## src/rtl/mib_pkg.sv

```systemverilog
package mib_pkg;
  localparam int unsigned ADDR_W = 5;
  localparam int unsigned DATA_W = 16;

  typedef enum logic [1:0] {
    OP_NONE = 2'b00,
    OP_WR   = 2'b01,
    OP_RD   = 2'b10,
    OP_BAD  = 2'b11
  } op_e;

  typedef struct packed {
    logic              start;
    logic [1:0]        rsvd;
    logic              valid;
    op_e               op;
    logic [ADDR_W-1:0] dev;
    logic [ADDR_W-1:0] regn;
  } cmd_t;

  localparam logic [ADDR_W-1:0] REG_CMD  = ADDR_W'(0);
  localparam logic [ADDR_W-1:0] REG_DATA = ADDR_W'(1);
endpackage

```

## src/rtl/mib_cmd_dec.sv

```systemverilog
module mib_cmd_dec
  import mib_pkg::*;
(
  input  cmd_t cmd_i,
  output logic launch_o,
  output logic we_o
);
  always_comb begin
    launch_o = 1'b0;
    we_o     = 1'b0;
    if (cmd_i.valid) begin
      unique case (cmd_i.op)
        OP_RD:   launch_o = 1'b1;
        OP_WR: begin
          launch_o = 1'b1;
          we_o     = 1'b1;
        end
        default: launch_o = 1'b0;
      endcase
    end
  end
endmodule

```

## src/rtl/mib_bank_seq.sv

```systemverilog
module mib_bank_seq
  import mib_pkg::*;
#(
  parameter int unsigned WAIT_LIMIT = 12
) (
  input  logic              clk_i,
  input  logic              rst_ni,
  input  logic              start_i,
  input  logic              we_i,
  input  logic [ADDR_W-1:0] dev_i,
  input  logic [ADDR_W-1:0] reg_i,
  input  logic [DATA_W-1:0] wdata_i,
  output logic              active_o,
  output logic              fin_o,
  output logic              timeout_o,
  output logic [DATA_W-1:0] rdata_o,
  output logic              bank_req_o,
  output logic              bank_we_o,
  output logic [ADDR_W-1:0] bank_dev_o,
  output logic [ADDR_W-1:0] bank_reg_o,
  output logic [DATA_W-1:0] bank_wdata_o,
  input  logic              bank_ack_i,
  input  logic [DATA_W-1:0] bank_rdata_i
);
  localparam int unsigned CNT_W = $clog2(WAIT_LIMIT + 1);
  localparam logic [CNT_W-1:0] CNT_LAST = CNT_W'(WAIT_LIMIT - 1);

  logic              active_q, req_q, we_q;
  logic [CNT_W-1:0]  cnt_q;
  logic [ADDR_W-1:0] dev_q, reg_q;
  logic [DATA_W-1:0] wdata_q;

  assign fin_o     = active_q && (bank_ack_i || cnt_q == CNT_LAST);
  assign timeout_o = fin_o && !bank_ack_i;
  assign rdata_o   = bank_ack_i ? bank_rdata_i : '1;
  assign active_o  = active_q;

  always_ff @(posedge clk_i or negedge rst_ni) begin
    if (!rst_ni) begin
      active_q <= 1'b0;
      req_q    <= 1'b0;
      we_q     <= 1'b0;
      cnt_q    <= '0;
      dev_q    <= '0;
      reg_q    <= '0;
      wdata_q  <= '0;
    end else begin
      req_q <= 1'b0;
      if (start_i && !active_q) begin
        active_q <= 1'b1;
        req_q    <= 1'b1;
        cnt_q    <= '0;
        we_q     <= we_i;
        dev_q    <= dev_i;
        reg_q    <= reg_i;
        wdata_q  <= wdata_i;
      end else if (active_q) begin
        if (fin_o) active_q <= 1'b0;
        else       cnt_q    <= cnt_q + 1'b1;
      end
    end
  end

  assign bank_req_o   = req_q;
  assign bank_we_o    = we_q;
  assign bank_dev_o   = dev_q;
  assign bank_reg_o   = reg_q;
  assign bank_wdata_o = wdata_q;
endmodule

```

## src/rtl/mib_bridge.sv

```systemverilog
module mib_bridge
  import mib_pkg::*;
#(
  parameter int unsigned WAIT_LIMIT = 12
) (
  input  logic              clk_i,
  input  logic              rst_ni,
  input  logic [4:0]        strap_addr_i,
  input  logic              bus_valid_i,
  input  logic              bus_we_i,
  input  logic [4:0]        bus_dev_i,
  input  logic [4:0]        bus_reg_i,
  input  logic [15:0]       bus_wdata_i,
  output logic              bus_done_o,
  output logic [15:0]       bus_rdata_o,
  output logic              bank_req_o,
  output logic              bank_we_o,
  output logic [4:0]        bank_dev_o,
  output logic [4:0]        bank_reg_o,
  output logic [15:0]       bank_wdata_o,
  input  logic              bank_ack_i,
  input  logic [15:0]       bank_rdata_i
);
  logic indirect, hit, cmd_wr, data_wr, accept;
  logic busy_q, noop_q, done_q;
  cmd_t cmd_q, cmd_new;
  logic [DATA_W-1:0] data_q, rdata_q, rd_mux;
  logic dec_launch, dec_we;
  logic seq_start, seq_we, seq_active, seq_fin, seq_timeout;
  logic [ADDR_W-1:0] seq_dev, seq_reg;
  logic [DATA_W-1:0] seq_wdata, seq_rdata;

  assign indirect = |strap_addr_i;
  assign hit      = indirect && bus_valid_i && (bus_dev_i == strap_addr_i);
  assign cmd_wr   = hit && bus_we_i && (bus_reg_i == REG_CMD);
  assign data_wr  = hit && bus_we_i && (bus_reg_i == REG_DATA);
  assign accept   = cmd_wr && !busy_q;
  assign cmd_new  = cmd_t'(bus_wdata_i);

  mib_cmd_dec u_dec (
    .cmd_i    (cmd_new),
    .launch_o (dec_launch),
    .we_o     (dec_we)
  );

  // direct mode forwards the bus fields, indirect mode the command fields
  always_comb begin
    if (indirect) begin
      seq_start = accept && dec_launch;
      seq_we    = dec_we;
      seq_dev   = cmd_new.dev;
      seq_reg   = cmd_new.regn;
      seq_wdata = data_q;
    end else begin
      seq_start = bus_valid_i && !seq_active;
      seq_we    = bus_we_i;
      seq_dev   = bus_dev_i;
      seq_reg   = bus_reg_i;
      seq_wdata = bus_wdata_i;
    end
  end

  mib_bank_seq #(.WAIT_LIMIT(WAIT_LIMIT)) u_seq (
    .clk_i        (clk_i),
    .rst_ni       (rst_ni),
    .start_i      (seq_start),
    .we_i         (seq_we),
    .dev_i        (seq_dev),
    .reg_i        (seq_reg),
    .wdata_i      (seq_wdata),
    .active_o     (seq_active),
    .fin_o        (seq_fin),
    .timeout_o    (seq_timeout),
    .rdata_o      (seq_rdata),
    .bank_req_o   (bank_req_o),
    .bank_we_o    (bank_we_o),
    .bank_dev_o   (bank_dev_o),
    .bank_reg_o   (bank_reg_o),
    .bank_wdata_o (bank_wdata_o),
    .bank_ack_i   (bank_ack_i),
    .bank_rdata_i (bank_rdata_i)
  );

  always_ff @(posedge clk_i or negedge rst_ni) begin
    if (!rst_ni) begin
      busy_q <= 1'b0;
      noop_q <= 1'b0;
      cmd_q  <= '0;
    end else if (accept) begin
      busy_q <= 1'b1;
      noop_q <= !dec_launch;
      cmd_q  <= cmd_new;
    end else if (noop_q || (indirect && seq_fin)) begin
      busy_q <= 1'b0;
      noop_q <= 1'b0;
    end
  end

  // a completing read takes priority over a same-cycle host data write
  always_ff @(posedge clk_i or negedge rst_ni) begin
    if (!rst_ni) begin
      data_q <= '0;
    end else if (indirect && seq_fin && busy_q && cmd_q.op == OP_RD) begin
      data_q <= seq_rdata;
    end else if (data_wr) begin
      data_q <= bus_wdata_i;
    end
  end

  always_comb begin
    unique case (bus_reg_i)
      REG_CMD:  rd_mux = {busy_q, cmd_q[DATA_W-2:0]};
      REG_DATA: rd_mux = data_q;
      default:  rd_mux = '0;
    endcase
  end

  always_ff @(posedge clk_i or negedge rst_ni) begin
    if (!rst_ni) begin
      done_q  <= 1'b0;
      rdata_q <= '0;
    end else if (indirect) begin
      done_q  <= hit;
      rdata_q <= (hit && !bus_we_i) ? rd_mux : '0;
    end else begin
      done_q  <= seq_fin;
      rdata_q <= seq_fin ? seq_rdata : '0;
    end
  end

  assign bus_done_o  = done_q;
  assign bus_rdata_o = rdata_q;

  logic unused_ok;
  assign unused_ok = seq_timeout;
endmodule

```

## config.mk

```make
export PLATFORM = sky130hd
export DESIGN_NAME = mib_bridge
export DESIGN_NICKNAME = d
export VERILOG_FILES = /design/src/rtl/mib_pkg.sv /design/src/rtl/mib_cmd_dec.sv /design/src/rtl/mib_bank_seq.sv /design/src/rtl/mib_bridge.sv
export SDC_FILE = /design/constraint.sdc
export NUM_CORES = 1
export LEC_CHECK = 0
export BUFFER_PORTS_ARGS = -buffer_cell sky130_fd_sc_hd__buf_2
export CORE_ASPECT_RATIO = 0.6
export CORE_MARGIN = 2
export CORE_UTILIZATION = 39
export CTS_CLUSTER_SIZE = 40
export DETAILED_ROUTE_END_ITERATION = 10
export SETUP_SLACK_MARGIN = 0.1
export SLEW_MARGIN = 30
export SYNTH_ARGS = -nofsm -noshare
export SYNTH_HDL_FRONTEND = slang
export SYNTH_SLANG_ARGS = --single-unit
```

## constraint.sdc

```tcl
create_clock -name clk_i -period 1.9 [get_ports clk_i]
set_clock_uncertainty 0.1 [all_clocks]
set_input_delay 0.19 -clock clk_i [delete_from_list [all_inputs] [get_ports clk_i]]
set_output_delay 0.19 -clock clk_i [all_outputs]
set_load 0.02 [all_outputs]
```

# Word level (Yosys, flattened, before mapping)
# Cells that the tools add are included.
[totals]
regBits = 83
wordCells = 79
output_inout_bits = 45
[classes]
n_eq_ne = 7
add_sub_neg = 1
reduce_logical = 27
mux = 27
[op_table]
columns = ["op", "count"]
rows = [
  ["16-bit two-way mux", 7],
  ["16-bit case mux with 2 select lines", 1],
  ["1-bit logical AND", 14],
  ["1-bit two-way mux", 14],
  ["4-bit two-way mux", 3],
  ["5-bit two-way mux", 2],
  ["2-bit nonzero test", 3],
  ["5-bit by 1-bit == test with 1-bit output, second input constant", 1],
  ["5-bit == test", 1],
  ["5-bit zero test", 1],
  ["5-bit OR reduction", 1],
  ["4-bit by 1-bit adder with 4-bit output, second input constant", 1],
  ["2-bit == test, second input constant", 2],
  ["4-bit == test, second input constant", 1],
  ["1-bit zero test", 4],
  ["2-bit by 1-bit == test with 1-bit output, second input constant", 1],
  ["1-bit logical OR", 2],
  ["2-bit by 1-bit != test with 1-bit output, second input constant", 1],
  ["2-bit AND reduction", 1],
  ["2-bit OR reduction", 1],
]

# Logic depth before layout (Yosys ltp)
[depth]
word_depth = 11
depth_mapped = 8

# By module
# Synthesis repeated with hierarchy kept, for this count alone.
[hier_totals]
hier_cells = 399
hier_area_um2 = 4092.7
[by_module_without_submodules]
columns = ["module", "seq_area_each_um2", "area_per_inst_um2", "cells_each", "n_inst"]
rows = [
  ["mib_bridge", 1251.2, 2633.8, 234, 1],
  ["mib_bank_seq", 825.8, 1422.6, 161, 1],
  ["mib_cmd_dec", 0.0, 36.3, 4, 1],
]

# Worst setup path after synthesis
# Ideal clock, no wire load.
[synth_path]
path_kind = "reg2reg"
startpoint = "reg u_seq.cnt_q[0]"
endpoint = "reg data_q[10]"
t_required_ps = 1674
slack_ps = -74
path_stages_with_launch = 9
setup_ps = 126
path_buffers = 2
t_arrival_ps = 1748
cell_sequence = "dfrtp_1 ha_1 and3b_1 o21ai_0 nor4_1 clkbuf_1 clkbuf_1 nand3b_1 nand3_1"
[synth_between]
elab_chain_len = 7
elab_cells_between_ends = 8
cone_classes = "1 x eq/ne; 1 x mux; 6 x reduce/logical"
[synth_rtl]
columns = ["item", "line", "source"]
rows = [
  ["start, declared", "mib_bank_seq.sv:29", "logic [CNT_W-1:0] cnt_q;"],
  ["start signal, assigned", "mib_bank_seq.sv:59", "else cnt_q <= cnt_q + 1'b1;"],
  ["4-bit == test (*)", "mib_bank_seq.sv:33", "assign fin_o = active_q && (bank_ack_i || cnt_q == CNT_LAST);"],
  ["1-bit logical OR (*)", "mib_bank_seq.sv:33", ""],
  ["1-bit logical AND (*)", "mib_bank_seq.sv:33", ""],
  ["1-bit logical AND (*) (3 in series)", "mib_bridge.sv:103", "end else if (indirect && seq_fin && busy_q && cmd_q.op == OP_RD) begin"],
  ["16-bit two-way mux / 2-bit nonzero test (equally long branches)", "-", ""],
  ["end signal, assigned", "mib_bridge.sv:104", "data_q <= seq_rdata;"],
  ["end signal, assigned", "mib_bridge.sv:106", "data_q <= bus_wdata_i;"],
  ["end, declared", "mib_bridge.sv:27", "logic [DATA_W-1:0] data_q, rdata_q, rd_mux;"],
]
# Mark *: on every way between the ends. The rest lies on a longest branch, timed or not.
# A chain may end at the register's enable or synchronous reset.

# Worst setup path after layout
[layout_path]
startpoint = "reg u_seq.cnt_q[0]"
endpoint = "reg data_q[9]"
# Same word-level chain as after synthesis.

==> impl_metrics.csv <==
group,metric,value,unit
worst_hold_path,min_delay_path_depth,3,
global_routing,track_usage,21.9,%
synth,synthCells,342,
global_routing,grt_pass1_vias,3236,
drt,drt_iter0_markers,143,
clock_tree,h-tree-depth,3,
place,dp_slack,-0.221,ns
floorplanning,design.die.area,11000,um2
outcome,violations,"negative setup slack",
floorplanning,io_pins,97,
floorplanning,die_h,82.1,um
worst_hold_path,worst_hold_path_type,"primary input to flop",
clock_tree,insertion_delay,0.35,ns
timing,rsz0062_at_grt,"true",
power,vdd_ir_drop_max,0.573,mV
layout,fin_cells,617,
timing,slew_headroom,63.0,%
timing,hold_ws,0.00391,ns
worst_hold_path,min_to,"data_q[6]",
drt,viasPerCell,5.37,
synth,yosys-top-cells-area,"dfrtp_1, o221a_2, mux2i_1",
floorplanning,die_x,134,um
setup_path,critPathRequiredTime,2.09,ns
outcome,run_status,"finished with violations",
synth,avgSynthCellArea,11.6,um2
global_routing,overflow,0,
synth,syn_nets,396,
global_routing,antenna_found_initial,0,
setup_path,worst-path-buf-inv,1,
place,dp.cells,594,
clock_tree,root_buffer,"clkbuf_16",
setup_path,rrSetupSlack,-0.05,ns
timing,setup_viol,11,
global_routing,grt_pass1_wl,17.9,mm
place,gp_congestion,0.839,
synth,synthArstFlopShare,100,%
setup_path,end_kind,"flop",
timing,fin_crit_sh,103,%
clock_tree,cts.sinks,83,
clock_tree,path_clk_slew,0.07,ns
drt,drc,0,
synth,synth_cell_types,36,
place,hpwl,7.87,mm
clock_tree,cts_tree,"built",
setup_path,crit_type,"flop to flop",
global_routing,grt_max_degree,41,
clock_tree,numCtsBuffers,9,
floorplanning,core_area,9880,um2
power,cellLeakagePower,2.78,nW
drt,vias,3316,
synth,synth_top_area_share,52.4,%
setup_path,reg2reg_to,"data_q[9]",
layout,syn_to_final_growth,45.7,%
setup_path,r2r_cells,7,
drt,first_pass_iters,4,
layout,layout.nets,532,
floorplanning,start_util,40.1,%
synth,synth.ff_latch_count,83,
synth,ys.flop_type,"dfrtp_1",
layout,drive_gt1_share,55.4,%
synth,yosys_warnings,0,
setup_path,worst_path_largest_cell_delay,0.47,ns
job,drv_cap,0,
setup_path,start_kind,"flop",
synth,synth_top_area_cell,"dfrtp_1",
setup_path,path_max_fanout,29,
synth,synth-seq-area-share,52.4,%
worst_hold_path,hp-start,"bank_rdata_i[6]",
power,power_per_cell_area,808,nW/um2
setup_path,cpMaxStageDelayCell,"or3b_2",
timing,worst_pin_slew,0.555,ns
timing,hold_viol,0,
place,dpl_cell_area,4950,um2
setup_path,crit_arrival,2.14,ns
setup_path,crit_chain,"ha_2 > and3b_2 > o21ai_4 > nor4_4 > buf_12 > or3b_2 > nand3_2",
drt,wl_per_cell,19.2,um
drt,final_antenna_net_count,0,
timing,fin_ws,-0.0503,ns
synth,ys_top_cells_by_count,"dfrtp_1, o221a_2, nor2_1",
drt,routed_wl,11.9,mm
floorplanning,num_rows,28,
setup_path,regToRegStartpoint,"u_seq.cnt_q[0]",
place,numPortBuffers,96,
synth,syn_area,3960,um2
timing,min_period,1.95,ns
synth,synth_edf_count,0,
clock_tree,cts_max_path_buffers,2,
timing,fmax,513,MHz
timing,drv_slew,0,
synth,synth.most_common_cell,"dfrtp_1",
setup_path,cpLargestDelayFamily,"simple AND/OR/NAND/NOR gates",
layout,diodes,0,
layout,fillers,856,
layout,fin_area,5770,um2
-- power breakdown --
group / total, mW / switching (mW) / leakage (nW) / internal [mW]
sequential: 2.06 / 0.117 / 1.10 / 1.94
clock: 1.74 / 0.723 / 0.137 / 1.01
combinational: 0.873 / 0.462 / 1.54 / 0.411
-- flip-flops by register name, summed over array words and instances, names as in the netlist, 4 cells and up --
register            count
u_seq.cnt_q             4
data_q                 16
u_seq.bank_wdata_o     16
u_seq.bank_reg_o        5
u_seq.bank_dev_o        5
bus_rdata_o            16
cmd_q                  15
-- cell families (layout without fill, tap and decap cells) --
family	after synthesis	count (layout)	synth area share (%)
xor gates and xnor gates	8	8	1.77
buffers and inverters	27	167	3.66
adders and majority gates	2	2	0.631
AOI/OAI and AO/OA	63	63	13.0
DFF	83	83	52.4
and+or+nand+nor	127	127	19.9
muxes	32	32	8.56
-- how the worst max path moves through the flow --
stage | depth (start not counted) | slack, ns | from | to
finish | 7 | -0.05 | u_seq.cnt_q[0] | data_q[9]
global route | 7 | -0.12 | u_seq.cnt_q[0] | data_q[9]
CTS | 7 | -0.02 | u_seq.cnt_q[0] | data_q[8]
detailed placement | 7 | -0.22 | strap_addr_i[3] | u_seq.bank_reg_o[2]
global placement | 7 | -0.20 | strap_addr_i[3] | u_seq.bank_reg_o[2]
floorplan | 6 | 0.03 | strap_addr_i[3] | u_seq.bank_reg_o[0]
-- stage by stage --
stage | TNS, ns | total power [mW] | util (%)
after global placement | -9.20 | 2.89 | 50.2
after CTS | -0.0886 | 4.65 | 54.6
final | -0.224 | 4.66 | 58.4
after global routing | -1.64 | 4.87 | 58.4
after floorplan | 0 | 2.50 | -
after detailed placement | -9.68 | 2.90 | 50.2
-- layer usage --
layer | share of wire [%] | GRT usage [%] | wire (um) | vias to the layer above
li1 | - | - | - | 1528
met1 | 47 | 31.3 | 5620 | 1659
met4 | 1.1 | 6.63 | 131 | 0
met3 | 6.0 | 5.80 | 714 | 10
met2 | 45 | 32.8 | 5390 | 119
met5 | 0 | 0 | 0 | -
-- placed cells by master, fill, tap and decap left out, types with 3 or more instances in the layout --
cell       count
buf_4         33
clkbuf_16     10
nand3_2       11
or2b_1         6
o221a_2       21
nand2b_1      13
o22ai_2        6
mux2i_1       17
nand3b_1      17
buf_12        11
inv_1          3
dfrtp_1       83
or3b_2         5
nand2b_4       7
nand3_1        7
xnor2_1        6
buf_6          9
nor2_1        25
buf_2         93
mux2_2        15
nand2_1        8
o221a_4        6
or3b_4        11
o22ai_4        9
o21ai_0       16
-- cell type report --
| type | instances | area, um2 | area share (%) |
|---|---|---|---|
| Inverter | 3 | 11.3 | 0.195 |
| Tap cell | 135 | 169 | 2.93 |
| Sequential cell | 83 | 2080 | 36.0 |
| Clock inverter | 6 | 67.6 | 1.17 |
| Timing Repair Buffer | 149 | 1080 | 18.8 |
| Multi-Input combinational cell | 232 | 2140 | 37.0 |
| Clock buffer | 9 | 225 | 3.90 |
-- repair_timing --
item / 4_1_cts / 5_1_grt
pin swaps: 1 / 7
setup endpoints to repair: 16 / 58
gates cloned: 0 / 1
hold endpoints to repair: 38 / 0
setup buffers: 3 / 3
hold buffers: 1 / 0
gates resized for setup: 28 / 55
-- tightest hold or removal path, stage by stage --
cell and delay, ns:
buf_2 0.09, o21ai_0 0.06, nand3_1 0.08
(Power assumes the default switching activity.)
